--- src/rtl/clkdiv_pkg.sv ---
package clkdiv_pkg;
  localparam int DIV_W = 9;

  typedef struct packed {
    logic       roi;
    logic [2:0] ratio;
    logic       doze_on;
    logic [2:0] psel;
  } ctl_t;

  function automatic logic [DIV_W-1:0] post_div(input logic [2:0] c);
    return (c == 3'd7) ? DIV_W'(256) : (DIV_W'(1) << c);
  endfunction

  function automatic logic [DIV_W-1:0] doze_div(input logic [2:0] c);
    return DIV_W'(1) << c;
  endfunction
endpackage

--- src/rtl/clkdiv_regs.sv ---
module clkdiv_regs
  import clkdiv_pkg::*;
#(
  parameter ctl_t RST_VAL = '0
) (
  input  logic clk,
  input  logic rst,
  input  logic wr_en,
  input  ctl_t wr_ctl,
  input  logic irq,
  output ctl_t ctl
);
  always_ff @(posedge clk) begin
    if (rst) begin
      ctl <= RST_VAL;
    end else begin
      if (wr_en) ctl <= wr_ctl;
      if (irq && ctl.roi) ctl.doze_on <= 1'b0;
    end
  end


  irq_clear_chk: assert property (@(posedge clk) disable iff (rst)
    (irq && ctl.roi) |=> !ctl.doze_on);


  irq_ignore_chk: assert property (@(posedge clk) disable iff (rst)
    (irq && !ctl.roi && !wr_en) |=> $stable(ctl.doze_on));
endmodule

--- src/rtl/clkdiv_strobe.sv ---
module clkdiv_strobe
  import clkdiv_pkg::*;
#(
  parameter bit         IS_POST  = 1'b1,
  parameter int         CNT_W    = 8,
  parameter logic [2:0] RST_CODE = 3'd0
) (
  input  logic       clk,
  input  logic       rst,
  input  logic       adv,
  input  logic [2:0] code,
  output logic       fire,
  output logic       tick
);
  logic [2:0]       prev_q;
  logic [CNT_W-1:0] cnt_q;
  logic [DIV_W-1:0] cur_div;
  logic             chg;
  logic             at_end;

  generate
    if (IS_POST) begin : g_post
      assign cur_div = post_div(code);
    end else begin : g_doze
      assign cur_div = doze_div(code);
    end
  endgenerate

  assign chg    = (code != prev_q);
  assign at_end = (DIV_W'(cnt_q) == cur_div - DIV_W'(1));
  assign fire   = !chg && adv && at_end;

  always_ff @(posedge clk) begin
    if (rst) begin
      prev_q <= RST_CODE;
      cnt_q  <= '0;
      tick   <= 1'b0;
    end else begin
      prev_q <= code;
      tick   <= fire;
      if (chg)      cnt_q <= '0;
      else if (adv) cnt_q <= at_end ? '0 : cnt_q + 1'b1;
    end
  end


  cnt_range_chk: assert property (@(posedge clk) disable iff (rst)
    !chg |-> (DIV_W'(cnt_q) < cur_div));


  single_pulse_chk: assert property (@(posedge clk) disable iff (rst)
    (tick && cur_div > DIV_W'(1)) |=> !tick);


  div_one_chk: assert property (@(posedge clk) disable iff (rst)
    (!chg && cur_div == DIV_W'(1)) |=> (tick == $past(adv)));
endmodule

--- src/rtl/clkdiv_ctrl.sv ---
module clkdiv_ctrl
  import clkdiv_pkg::*;
#(
  parameter int DATA_W = 16,
  parameter int CNT_W  = 8
) (
  input  logic              clk,
  input  logic              rst,
  input  logic              wr_en,
  input  logic [DATA_W-1:0] wr_data,
  input  logic              irq,
  output logic [DATA_W-1:0] rd_data,
  output logic              post_en,
  output logic              doze_en
);
  localparam int   FLD_W   = $bits(ctl_t);
  localparam int   FLD_LSB = DATA_W - FLD_W;
  localparam ctl_t RST_CTL = '{roi: 1'b0, ratio: 3'd3, doze_on: 1'b0, psel: 3'd1};

  ctl_t       ctl;
  ctl_t       wr_ctl;
  logic [2:0] doze_code;
  logic       post_fire;
  logic       doze_fire;

  assign wr_ctl    = ctl_t'(wr_data[DATA_W-1:FLD_LSB]);
  assign doze_code = ctl.doze_on ? ctl.ratio : 3'd0;
  assign rd_data   = {ctl, {FLD_LSB{1'b0}}};

  clkdiv_regs #(.RST_VAL(RST_CTL)) u_regs (
    .clk    (clk),
    .rst    (rst),
    .wr_en  (wr_en),
    .wr_ctl (wr_ctl),
    .irq    (irq),
    .ctl    (ctl)
  );

  clkdiv_strobe #(.IS_POST(1'b1), .CNT_W(CNT_W), .RST_CODE(RST_CTL.psel)) u_post (
    .clk  (clk),
    .rst  (rst),
    .adv  (1'b1),
    .code (ctl.psel),
    .fire (post_fire),
    .tick (post_en)
  );

  clkdiv_strobe #(.IS_POST(1'b0), .CNT_W(CNT_W), .RST_CODE(3'd0)) u_doze (
    .clk  (clk),
    .rst  (rst),
    .adv  (post_fire),
    .code (doze_code),
    .fire (doze_fire),
    .tick (doze_en)
  );


  doze_in_post_chk: assert property (@(posedge clk) disable iff (rst)
    doze_en |-> post_en);


  doze_fire_chk: assert property (@(posedge clk) disable iff (rst)
    doze_fire |-> post_fire);
endmodule

--- config.mk ---
export PLATFORM = sky130hd
export DESIGN_NAME = clkdiv_ctrl
export DESIGN_NICKNAME = d
export VERILOG_FILES = /design/src/rtl/clkdiv_pkg.sv /design/src/rtl/clkdiv_regs.sv /design/src/rtl/clkdiv_strobe.sv /design/src/rtl/clkdiv_ctrl.sv
export SDC_FILE = /design/constraint.sdc
export NUM_CORES = 1
export LEC_CHECK = 0
export BUFFER_PORTS_ARGS = -buffer_cell sky130_fd_sc_hd__buf_2
export CAP_MARGIN = 20
export CORE_MARGIN = 5
export CORE_UTILIZATION = 50
export CTS_BUF_LIST = sky130_fd_sc_hd__clkbuf_8
export CTS_CLUSTER_SIZE = 16
export DETAILED_ROUTE_END_ITERATION = 10
export GPL_ROUTABILITY_DRIVEN = 1
export GPL_TIMING_DRIVEN = 0
export MAX_ROUTING_LAYER = met4
export PLACE_DENSITY = 0.76
export RECOVER_POWER = 50
export SYNTH_ARGS = -nofsm -noshare
export SYNTH_HDL_FRONTEND = slang
export SYNTH_SLANG_ARGS = --single-unit
--- constraint.sdc ---
create_clock -name clk -period 2.45 [get_ports clk]
set_input_delay 0.245 -clock clk [delete_from_list [all_inputs] [get_ports clk]]
set_output_delay 0.245 -clock clk [all_outputs]
set_load 0.05 [all_outputs]
After elaboration in Yosys (flattened, before gate mapping)
Index checks and enable logic that the tools add are counted.
{"block": "totals", "output_inout_bits": 18, "word_cells": 33, "reg_bits": 32}
{"block": "op_classes", "add_sub_neg": 4, "n_reduce_logical": 9, "mux": 3, "shifts": 2, "n_eq_ne": 5}
{"cell": "== test 8 x 9 -> 1 bit", "n": 2}
{"cell": "<< shifter 1 x 3 -> 9 bit (first input constant)", "n": 2}
{"cell": "subtractor 9 x 1 -> 9 bit (second input constant)", "n": 2}
{"cell": "adder 8 x 1 -> 8 bit (second input constant)", "n": 2}
{"cell": "2-to-1 mux 9 bit", "n": 1}
{"cell": "2-to-1 mux 8 bit", "n": 1}
{"cell": "inequality test 3 bit", "n": 2}
{"cell": "logical AND 1 bit", "n": 4}
{"cell": "OR reduction 2 bit", "n": 2}
{"cell": "== test 3 bit (second input constant)", "n": 1}
{"cell": "2-to-1 mux 3 bit", "n": 1}
{"cell": "OR reduction 3 bit", "n": 1}
{"cell": "zero test 1 bit", "n": 2}

Logic depth before layout (Yosys ltp)
Gate-level depths: netlist of run 1.
{"block": "logic_depth", "ltp_word": 7, "ltp_mapped": 12}

Modules after synthesis
From an unflattened synthesis of run 1, not the netlist that was laid out.
{"block": "hier_totals", "cells_unflattened": 219, "area_unflattened_um2": 1964.4}
{"module": "clkdiv_strobe at u_doze", "seq_area_each_um2": 240.2, "n_inst": 1, "area_per_inst_um2": 794.5, "cells_each": 88}
{"module": "clkdiv_strobe at u_post", "seq_area_each_um2": 240.2, "n_inst": 1, "area_per_inst_um2": 784.5, "cells_each": 92}
{"module": "clkdiv_regs", "seq_area_each_um2": 160.2, "n_inst": 1, "area_per_inst_um2": 299.0, "cells_each": 26}
{"module": "clkdiv_ctrl", "seq_area_each_um2": 0.0, "n_inst": 1, "area_per_inst_um2": 86.3, "cells_each": 13}

Worst setup path after synthesis of run 1
OpenSTA, ideal clock, no wires.
{"block": "synth_path", "path_type": "reg2reg", "startpoint": "register u_regs.ctl[3] (netlist name)", "endpoint": "register u_doze.cnt_q[6]", "stages_incl_launch_ff": 11, "path_buffers": 1, "setup_ns": 0.115, "t_required_ns": 2.335, "t_arrival_ns": 3.020, "slack_ns": -0.685, "synth_period_minus_slack_ns": 3.135, "path_cell_list": "dfxtp_1 > clkbuf_1 > nand2_1 > or3_1 > ha_1 > xor2_1 > xnor2_1 > nand4_1 > or4_4 > o31ai_4 > o21ba_2"}
{"block": "synth_via", "elab_chain_cells": 5, "word_cells_on_any_way": 7, "cone_classes": "add/sub (1); eq/ne (2); shift (1); mux (2); reduce/logical (1)"}
{"item": "2-to-1 mux 3 bit *", "line": "clkdiv_ctrl.sv:27", "source": "assign doze_code = ctl.doze_on ? ctl.ratio : 3'd0;"}
{"item": "<< shifter 1 x 3 -> 9 bit", "line": "clkdiv_pkg.sv:16", "source": "return DIV_W'(1) << c;"}
{"item": "subtractor 9 x 1 -> 9 bit", "line": "clkdiv_strobe.sv:30", "source": "assign at_end = (DIV_W'(cnt_q) == cur_div - DIV_W'(1));"}
{"item": "== test 8 x 9 -> 1 bit", "line": "clkdiv_strobe.sv:30"}
{"item": "2-to-1 mux 8 bit", "line": "clkdiv_strobe.sv:42", "source": "else if (adv) cnt_q <= at_end ? '0 : cnt_q + 1'b1;"}
{"item": "end signal, assigned", "line": "clkdiv_strobe.sv:42"}
{"item": "end, declared", "line": "clkdiv_strobe.sv:16", "source": "logic [CNT_W-1:0] cnt_q;"}
Every way passes the cells marked *; elsewhere a longest branch is shown, timed or not.
A chain may end at the register's enable or synchronous reset.

Final worst setup path of run 1
{"block": "layout_path", "startpoint": "register u_regs.ctl[0] (netlist name)", "endpoint": "register u_doze.cnt_q[3]"}
{"block": "layout_via", "elab_chain_cells": 5, "word_cells_on_any_way": 8, "cone_classes": "add/sub (1); eq/ne (3); shift (1); mux (1); reduce/logical (2)"}
{"item": "== test 3 bit or << shifter 1 x 3 -> 9 bit (tied branches)", "line": "clkdiv_pkg.sv:12", "source": "return (c == 3'd7) ? DIV_W'(256) : (DIV_W'(1) << c);"}
{"item": "2-to-1 mux 9 bit", "line": "clkdiv_pkg.sv:12"}
{"item": "subtractor 9 x 1 -> 9 bit", "line": "clkdiv_strobe.sv:30"}
{"item": "== test 8 x 9 -> 1 bit", "line": "clkdiv_strobe.sv:30"}
{"item": "logical AND 1 bit *", "line": "clkdiv_strobe.sv:31", "source": "assign fire = !chg && adv && at_end;"}
Marked as above.

==> results.md, run 1 <==
* Outcome: finished, violations left
* Failing checks: setup timing
* Hold Worst Slack at 131.5 ps
* P per Cell Area at 566.6 mW/mm²
* RSZ-0062 raised after global routing: yes
* Tot Pwr at 1.419 mW
* DRT iter0 DRCs at about 140
* Area after DPL at 0.002216 mm²
* Synth top area share at 33.12%
* Finished Cell Area at approximately 0.0025 mm²
* Pin count of the biggest net entering global routing at 12
* WL/cell at 13.52 µm
* P_leak at 1.016 nW
* Worst slew pin tran at between 700 and 800 ps
* Min Clock Period, post-route at between 2000 and 3000 ps
* Synth cell count leaders: dfxtp_1 (32), nor2_1 (27), nand2_1 (15)
* Clock Tree Buf Depth at 2
* Syn Std Cell Area at 0.001934 mm²
* Syn avg cell area at approximately 8.2 µm²
* GR met1 Demand/Resource at between 20 and 25%
* Placed Cells at roughly 310
* TritonCTS clock tree: done
* Final setup violation count at 9
* Comb power frac at roughly a quarter
* Dpl ws at -382.9 ps
* Skew final at 6.892 ps
* Initial Util at a little over half
* Ys Warns at 0
* TritonRoute pass-1 iters at 4
* Synth Instances at around 240
* Clock power share at roughly 36%
* DRT Wirelength at 4435 µm
* Switching part of the total at 31.09%
* Num CTS Buffers at 5
* Fraction of registers with async set or reset after synthesis at 0%
* Layer with the highest usage: met2
* Worst min-delay path category: in -> reg
* GRT Total Usage at approximately 18%
* Port bufs at 21
* Share of layout cells above drive strength 1 at 32.14%
* Tcrit/Tclk final at 111.5%
* Final Core Density at around two thirds
* Initial antenna violation count at 0
* Row count at 22
* Int Pwr at 978.1 µW
* Worst setup SP type: flip-flop
* CP endpoint kind: flip-flop
* Cell Count, Final, Fillers Out at 328
* H-Tree Depth at 2
* Crit path arrival time at 2910 ps
* Die area at 0.005213 mm²
* Grt met3 use at 4.432%
* Reg clk slew, reported paths at about 70 ps
* Critical Setup Path Class: reg -> reg
* Setup ws final at -281.4 ps
* Seq pwr share at about two fifths
* GRT met2 Usage at 28.31%
* Core Footprint at 0.003716 mm²
* Routed vias/inst at 5.540
* Largest area contributor in the netlist: dfxtp_1
* DRC Markers at 0
* Worst Path Max Fanout at 10
* Max Cap Violations at 0
* Cell variety after synth at 51
* First-pass GRT wire length at about 7200 µm
* FF+latch count, synth at 32
* Final nets at between 300 and 400
* Root cell of the clock tree: clkbuf_8
* Sequential share of the synthesized area at 33.12%
* Largest cells by area after synthesis: dfxtp_1 (33%), nor2_1 (5.2%), xnor2_1 (5.0%)
* Antenna diode count at 0
* Top-count cell post-synth: dfxtp_1
* Total grt overflow at 0
* Fill count at roughly 300
* Via count at 1817
* Rel. slew slack at 52.72%
* Number of synthesized flops with an enable pin at 0
* Count of pins over their slew limit at 0
* Chip Width at roughly 72 µm
* Post-route setup TNS at -2016 ps
* # clock sinks at 32
* Hold Buf Count CTS at 0
* Ports at 38
* Final Hold Viols at 0
* Placer Congestion at between 0.7 and 0.8
* Area growth syn-to-layout at 29.50%
* ANT nets after route at 0
* Clk_lat worst skew at 290 ps
* Max Freq at 366.1 MHz
* Max VDD drop at between 0.2 and 0.3 mV
* CP Data Required Time at 2630 ps
* Switching power at 441.3 µW
* Vias in the first global route at 1633
* Detailed placement HPWL at 2999 µm
* Ys flop type: dfxtp_1
* Die Y at 72.20 µm
==> area by class of cell <==
| type | instances | area [µm²] | area share (%) |
|---|---|---|---|
| Clock inverter | 3 | 42.54 | 1.698 |
| Multi-Input combinational cell | 177 | 1297 | 51.80 |
| Buffer | 20 | 146.4 | 5.844 |
| Inverter | 11 | 41.29 | 1.648 |
| Clock buffer | 5 | 68.82 | 2.747 |
| Timing Repair Buffer | 32 | 191.4 | 7.642 |
| Sequential cell | 32 | 656.9 | 26.22 |
| Tap cell | 48 | 60.06 | 2.398 |
==> per-layer routing <==
layer	wire length, µm	vias to the layer above	share of wire, %
met3	204	5	4.6
met1	2003	865	45
met2	2171	36	49
met4	55	0	1.2
met5	0	-	0
li1	-	911	-
==> kinds of logic (layout without fill, tap and decap cells) <==
| logic type | count (synthesis) | in the layout | synth area share [%] |
|---|---|---|---|
| buffers and inverters | 34 | 71 | 9.055 |
| flip-flops | 32 | 32 | 33.12 |
| adder cells (fa/ha/maj) | 4 | 4 | 2.587 |
| XOR/XNOR | 18 | 18 | 8.150 |
| multiplexers | 6 | 6 | 3.170 |
| AND/OR/NAND/NOR | 93 | 93 | 24.84 |
| other | 1 | 8 | 0.1939 |
| AO/OA/AOI/OAI | 48 | 48 | 18.89 |
==> path summary, 6_finish.rpt <==
check	from	to	slack [ps]	cells after the start
worst max-delay path	u_regs.ctl[0]	u_doze.cnt_q[3]	-280	12
worst min-delay path	irq	u_regs.ctl[3]	130	2
worst max register to register	u_regs.ctl[0]	u_doze.cnt_q[3]	-280	12
worst min register to register	u_regs.ctl[7]	u_regs.ctl[3]	460	1
==> placed cells by master (no fill, tap or decap), types with 6 or more instances in the layout <==
cell type / count
buf_2: 23
buf_4: 16
xnor2_1: 11
nand2_1: 12
nand3_1: 12
and3_1: 6
dfxtp_1: 25
a21oi_1: 6
inv_1: 11
nor2_1: 26
conb_1: 8
==> power groups by stage <==
| stage | clock, mW | combinational (mW) | sequential [mW] |
|---|---|---|---|
| after detailed placement | 0 | 0.301 | 0.564 |
| after CTS | 0.514 | 0.316 | 0.557 |
| after global routing | 0.538 | 0.379 | 0.561 |
| final | 0.509 | 0.353 | 0.558 |
| after floorplan | 0 | 0.217 | 0.592 |
| after global placement | 0 | 0.297 | 0.564 |
==> state kept, by name, summed over array words and instances (netlist names) <==
name,cells
u_doze.tick,1
u_post.prev_q,3
u_post.cnt_q,8
u_regs.ctl,8
u_post.tick,1
u_doze.cnt_q,8
u_doze.prev_q,3
==> timing repair <==
action                     4_1_cts  5_1_grt
pin swaps                        7       12
setup buffers                    3        7
cloned                           1        0
gates resized for setup         10       16
setup endpoints to repair       17       18
==> worst max-delay path: stages (launching register included) <==
cell	delay (ps)
dfxtp_4	370
buf_6	150
inv_1	110
nand2_2	90
ha_4	180
buf_2	170
nand2_1	80
a31oi_2	210
o21ai_0	180
or4_4	490
buf_6	150
o31a_1	270
o21ba_1	170
No activity file was read; power rests on OpenSTA's default activity.
==> run 2, diff against run 1 <==
--- a/config.mk
+++ b/config.mk
@@ -8,15 +8,16 @@
 export BUFFER_PORTS_ARGS = -buffer_cell sky130_fd_sc_hd__buf_2
 export CAP_MARGIN = 20
 export CORE_MARGIN = 5
-export CORE_UTILIZATION = 50
+export CORE_UTILIZATION = 52
 export CTS_BUF_LIST = sky130_fd_sc_hd__clkbuf_8
 export CTS_CLUSTER_SIZE = 16
 export DETAILED_ROUTE_END_ITERATION = 10
 export GPL_ROUTABILITY_DRIVEN = 1
 export GPL_TIMING_DRIVEN = 0
 export MAX_ROUTING_LAYER = met4
-export PLACE_DENSITY = 0.76
+export PLACE_DENSITY = 0.79
 export RECOVER_POWER = 50
 export SYNTH_ARGS = -nofsm -noshare
 export SYNTH_HDL_FRONTEND = slang
+export SYNTH_HIERARCHICAL = 1
 export SYNTH_SLANG_ARGS = --single-unit
==> run 2 against run 1 <==
- the run still ends with setup timing left
- non-clock buffer count up 6
- utilization up 2.4 points
- die area down 2.3%
- clock power down 17%
- register-to-register slack worse by 430 ps
- critical endpoint is now u_doze/cnt_q[7]
==> results.md, run 2 <==
* Outcome: finished, violations left
* Failing checks: setup timing
* WL/cell at around 13 µm
* ANT nets after route at 0
* Initial antenna violation count at 0
* Multi-input gate area at 0.001348 mm²
* Skew final at 8.076 ps
* Hold path depth at 2
* Worst slew pin tran at 632.6 ps
* Core Footprint at roughly 0.0037 mm²
* Syn Std Cell Area at 0.001958 mm²
* R2R cell count at 14
* Final Core Density at between 60% and 70%
* Rel. slew slack at 57.83%
* First-pass GRT wire length at 6637 µm
* Switching power at 436.5 µW
* TritonRoute pass-1 iters at 4
* Comb power frac at 26.5%
* Max VDD drop at 0.4384 mV
* Crit-path slowest cell: or3b_4
* Worst path max stage delay at 400 ps
* Hold Buf Count CTS at 0
* Ys Warns at 6
* Antenna diode count at 0
* Final Hold Viols at 0
* Most frequent cells in the layout: dfxtp_1 (29), buf_4 (23), buf_2 (21)
* Port bufs at 21
* Worst min-delay path category: in -> reg
* Vias in the first global route at 1513
* Routed vias/inst at 5.322
* RSZ-0062 raised after global routing: yes
* Final setup violation count at 14
* Crit path arrival time at around 3400 ps
* Worst r2r src: u_regs/ctl[2]
* Tcrit/Tclk final at 129.2%
* H-Tree Depth at 2
* Post-route setup TNS at -5446 ps
* Max Cap Violations at 0
* DRT Wirelength at 4285 µm
* Ports at 38
* Count of pins over their slew limit at 0
* Dpl ws at -1048 ps
* GRT Total Usage at 16.41%
* Int Pwr at 878.3 µW
* Max Freq at around 320 MHz
* Synth Instances at 218
* Num CTS Buffers at 5
* Die Y at between 70 and 80 µm
* CP Data Required Time at ~2700 ps
* TritonCTS clock tree: done
* Area growth syn-to-layout at 30.54%
* Root cell of the clock tree: clkbuf_8
* Clock Tree Buf Depth at 2
* CP endpoint kind: flip-flop
* Fill count at 303
* Hold path start: irq
* # clock sinks at 32
* Via count at 1719
* Chip Width at around 70 µm
* Seq pwr share at 41.3%
* Placer Congestion at 0.8542
* Syn avg cell area at 8.982 µm²
* Share of layout cells above drive strength 1 at around 37%
* Initial Util at between 50 and 60%
* Storage element area at 651.9 µm²
* Critical Setup Path Class: reg -> reg
* Die area at 0.005093 mm²
* P_leak at ~1.1 nW
* Worst Path Max Fanout at 7
* Row count at 22
* P per Cell Area at 514.4 mW/mm²
* Pin count of the biggest net entering global routing at 13
* DRC Markers at 0
* Clk_lat worst skew at 290 ps
* Switching part of the total at 33.20%
* Commonest non-fill, non-tap cell in the layout: dfxtp_1
* Total grt overflow at 0
* Tot Pwr at about 1.3 mW
* CP startpoint: u_regs/ctl[2]
* Cells along the critical path: buf_6 -> or3b_4 -> ha_4 -> nor3_4 -> o2111ai_2 -> a221oi_2 -> o2111ai_4 -> or2_4 -> nor2_4 -> and3_4 -> and4_4 -> nand3_2 -> xor2_1 -> a211oi_2
* Clock power share at between 30 and 40%
* Detailed placement HPWL at 2675 µm
* Worst setup SP type: flip-flop
* Setup ws final at -714.7 ps
* Reg clk slew, reported paths at 70 ps
* Placed Cells at 299
* Biggest regs: u_doze/cnt_q: 8 flops, u_post/cnt_q: 8 flops, u_regs/ctl: 8 flops
* Cell Count, Final, Fillers Out at 323
* Final nets at 298
* DRT iter0 DRCs at 129
* Min Clock Period, post-route at approximately 3200 ps
==> run 2: through the flow <==
stage | instance area, µm² | hold WS [ps]
5_1_grt | 2556 | 148.6
3_3_place_gp | 2230 | 446.9
4_1_cts | 2422 | 142.3
2_1_floorplan | 2064 | 316.6
6_report | 2556 | 146.9
3_5_place_dp | 2230 | 446.8
==> run 2: final cells by class <==
class | instances | share of cell area (%)
tap | 48 | 2.349
sequential | 32 | 25.50
buffer | 20 | 6.167
clock buffer | 5 | 2.692
timing repair buffer | 38 | 9.349
clock inverter | 3 | 0.9300
multi-input combinational | 175 | 52.72
inverter | 2 | 0.2937
==> run 2: per-layer routing <==
layer	vias to the layer above	GRT usage [%]	part of all wire [%]
li1	859	-	-
met1	813	20.31	46
met2	41	25.71	48
met3	6	4.769	4.6
met4	0	5.219	1.5
met5	-	-	0
==> run 2: power groups by stage <==
stage | combinational (mW) | sequential [mW] | clock (mW)
floorplan | 0.220 | 0.585 | 0
global placement | 0.293 | 0.557 | 0
detailed placement | 0.296 | 0.558 | 0
CTS | 0.321 | 0.543 | 0.424
global route | 0.376 | 0.546 | 0.455
finish | 0.349 | 0.544 | 0.422
==> run 2: path summary, 6_finish.rpt <==
kind,endpoint,slack [ps]
setup reg to reg,u_doze/cnt_q[7],-710
hold / removal,u_regs/ctl[3],150
setup / recovery,u_doze/cnt_q[7],-710
hold reg to reg,u_regs/ctl[3],480
==> run 2: critical path: cells and delay by family, from the launching register on <==
| kind | cells | cell delay, ps |
|---|---|---|
| flops | 1 | 370 |
| compound gates | 4 | 830 |
| xor+xnor | 1 | 170 |
| fa+ha+maj | 1 | 210 |
| simple gates | 7 | 1400 |
| buf+inv | 1 | 110 |
==> run 2: what timing repair did <==
item	in CTS	in global routing
setup endpoints to repair	14	14
buffers inserted	9	9
gates cloned	0	0
gates resized for setup	10	16
hold endpoints to repair	0	0
pin swaps	9	9
==> run 3, diff against run 2 <==
==> constraint.sdc (replaced) <==
create_clock -name clk -period 2.45 [get_ports clk]
set_input_delay 0.3675 -clock clk [delete_from_list [all_inputs] [get_ports clk]]
set_output_delay 0.3675 -clock clk [all_outputs]
set_load 0.05 [all_outputs]
==> run 3 against run 2 <==
- the run still ends with setup timing left
- count of clock-buffer cells in the layout did not move
- power barely moved
- fmax rose by 0.12%
- routed wire length fell by 0.33%
- via count fell by 0.41%
- sequential power barely moved
- clock power barely moved
- sequential share of layout area barely moved
- combinational power barely moved
- critical endpoint unchanged
==> results.md, run 3 (synthesis results as in run 2) <==
* Biggest regs: u_doze/cnt_q: 8 flops, u_post/cnt_q: 8 flops, u_regs/ctl: 8 flops
* DRT Wirelength at roughly 4300 µm
* CP endpoint kind: flip-flop
* Routed vias/inst at ~5.3
* Count of pins over their slew limit at 0
* Root cell of the clock tree: clkbuf_8
* Chip Width at ~71 µm
* Worst min-delay path category: in -> reg
* Pin count of the biggest net entering global routing at 13
* Clk_lat worst skew at 290 ps
* TritonCTS clock tree: done
* H-Tree Depth at 2
* Antenna diode count at 0
* DRT iter0 DRCs at 118
* Failing checks: setup timing
* Tot Pwr at between 1 and 1.5 mW
* Worst slew pin tran at 631.1 ps
* Max Cap Violations at 0
* Initial Util at 53.49%
* Max VDD drop at 0.4379 mV
* Core Footprint at 0.003661 mm²
* Crit path arrival time at roughly 3400 ps
* GRT Total Usage at around 16%
* Row count at 22
* Commonest non-fill, non-tap cell in the layout: dfxtp_1
* Max Freq at 316.4 MHz
* Tcrit/Tclk final at 129.0%
* Vias in the first global route at 1513
* Ports at 38
* CP Data Required Time at 2660 ps
* Outcome: finished, violations left
* Clock Tree Buf Depth at 2
* DRC Markers at 0
* WL/cell at 13.22 µm
* ANT nets after route at 0
* Via count at 1712
* Rel. slew slack at 57.93%
* First-pass GRT wire length at around 6600 µm
* # clock sinks at 32
* TritonRoute pass-1 iters at 4
* Critical Setup Path Class: reg -> reg
* Setup ws final at -710.8 ps
* Die Y at 71.37 µm
* Fill count at slightly above 300
* Final setup violation count at 14
* Reg clk slew, reported paths at 70 ps
* Skew final at 8.500 ps
* RSZ-0062 raised after global routing: yes
* Final Hold Viols at 0
* Min Clock Period, post-route at approximately 3200 ps
* Total grt overflow at 0
* P_leak at ~1.1 nW
* Num CTS Buffers at 5
* Worst setup SP type: flip-flop
* Area growth syn-to-layout at 30.80%
* Cell Count, Final, Fillers Out at 323
* Port bufs at 21
* Placed Cells at 299
* Initial antenna violation count at 0
* Most frequent cells in the layout: dfxtp_1 (29), buf_4 (23), buf_2 (21)
* Detailed placement HPWL at 2675 µm
* P per Cell Area at ~510 mW/mm²
* Share of layout cells above drive strength 1 at 37.82%
* Placer Congestion at ~0.85
* Worst Path Max Fanout at 7
* Die area at between 0.005 and 0.006 mm²
* Final nets at 298
* Hold Buf Count CTS at 0
[run 3: layout make-up]
type                       count  area, µm²  share of cell area [%]
timing repair buffer          38      239.0                   9.331
clock buffer                   5      68.82                   2.687
buffer                        20      157.7                   6.155
inverter                       2      7.507                  0.2931
sequential                    32      651.9                   25.45
multi-input combinational    175       1353                   52.81
clock inverter                 3      23.77                  0.9282
tap                           48      60.06                   2.345
[run 3: critical path, cell delays in order, from the launching register on]
cell and delay (ps):
dfxtp_4 370, buf_6 110, or3b_4 400, ha_4 210, nor3_4 120, o2111ai_2 120
a221oi_2 380, o2111ai_4 170, or2_4 290, nor2_4 100, and3_4 180, and4_4 230
nand3_2 80, xor2_1 170, a211oi_2 150
[run 3: per-layer routing]
metal  vias to the layer above  routed length (µm)  part of all wire (%)  global-route usage [%]
met5                         -                   0                     0                       -
met4                         0                  66                   1.5                   5.219
met3                         6                 157                   3.7                   4.769
met2                        30                2052                    48                   25.71
met1                       817                1994                    47                   20.31
li1                        859                   -                     -                       -
[run 3: worst paths after layout]
kind | from | end | slack (ps) | depth (start not counted)
worst max-delay path | u_regs/ctl[2] | u_doze/cnt_q[7] | -710 | 14
worst min-delay path | irq | u_regs/ctl[3] | 270 | 2
worst max register to register | u_regs/ctl[2] | u_doze/cnt_q[7] | -710 | 14
worst min register to register | u_regs/ctl[7] | u_regs/ctl[3] | 500 | 1
[run 3: timing repair]
item	in CTS	in global routing
cloned	0	0
resized for setup	10	16
endpoints found under the hold margin	0	0
setup endpoints to repair	14	14
pin swaps	9	9
buffers inserted	9	9
[run 3: power by group]
group / switching (mW) / internal [mW] / total (mW)
Sequential: 0.0114 / 0.532 / 0.544
Clock: 0.222 / 0.201 / 0.423
Combinational: 0.204 / 0.145 / 0.349
Total: 0.437 / 0.879 / 1.32
[run 3: stage by stage]
step	instance area, µm²	setup slack, ps	setup TNS, ps	hold WS, ps	utilization (%)
5_1_grt	2561	-852.4	-7001	262.7	69.96
6_report	2561	-710.8	-5390	266.4	69.96
3_3_place_gp	2230	-1025	-7622	464.7	60.90
2_1_floorplan	2064	-903.3	-5923	439.1	-
3_5_place_dp	2230	-1048	-7656	481.4	60.90
4_1_cts	2422	-656.5	-3954	264.8	66.17
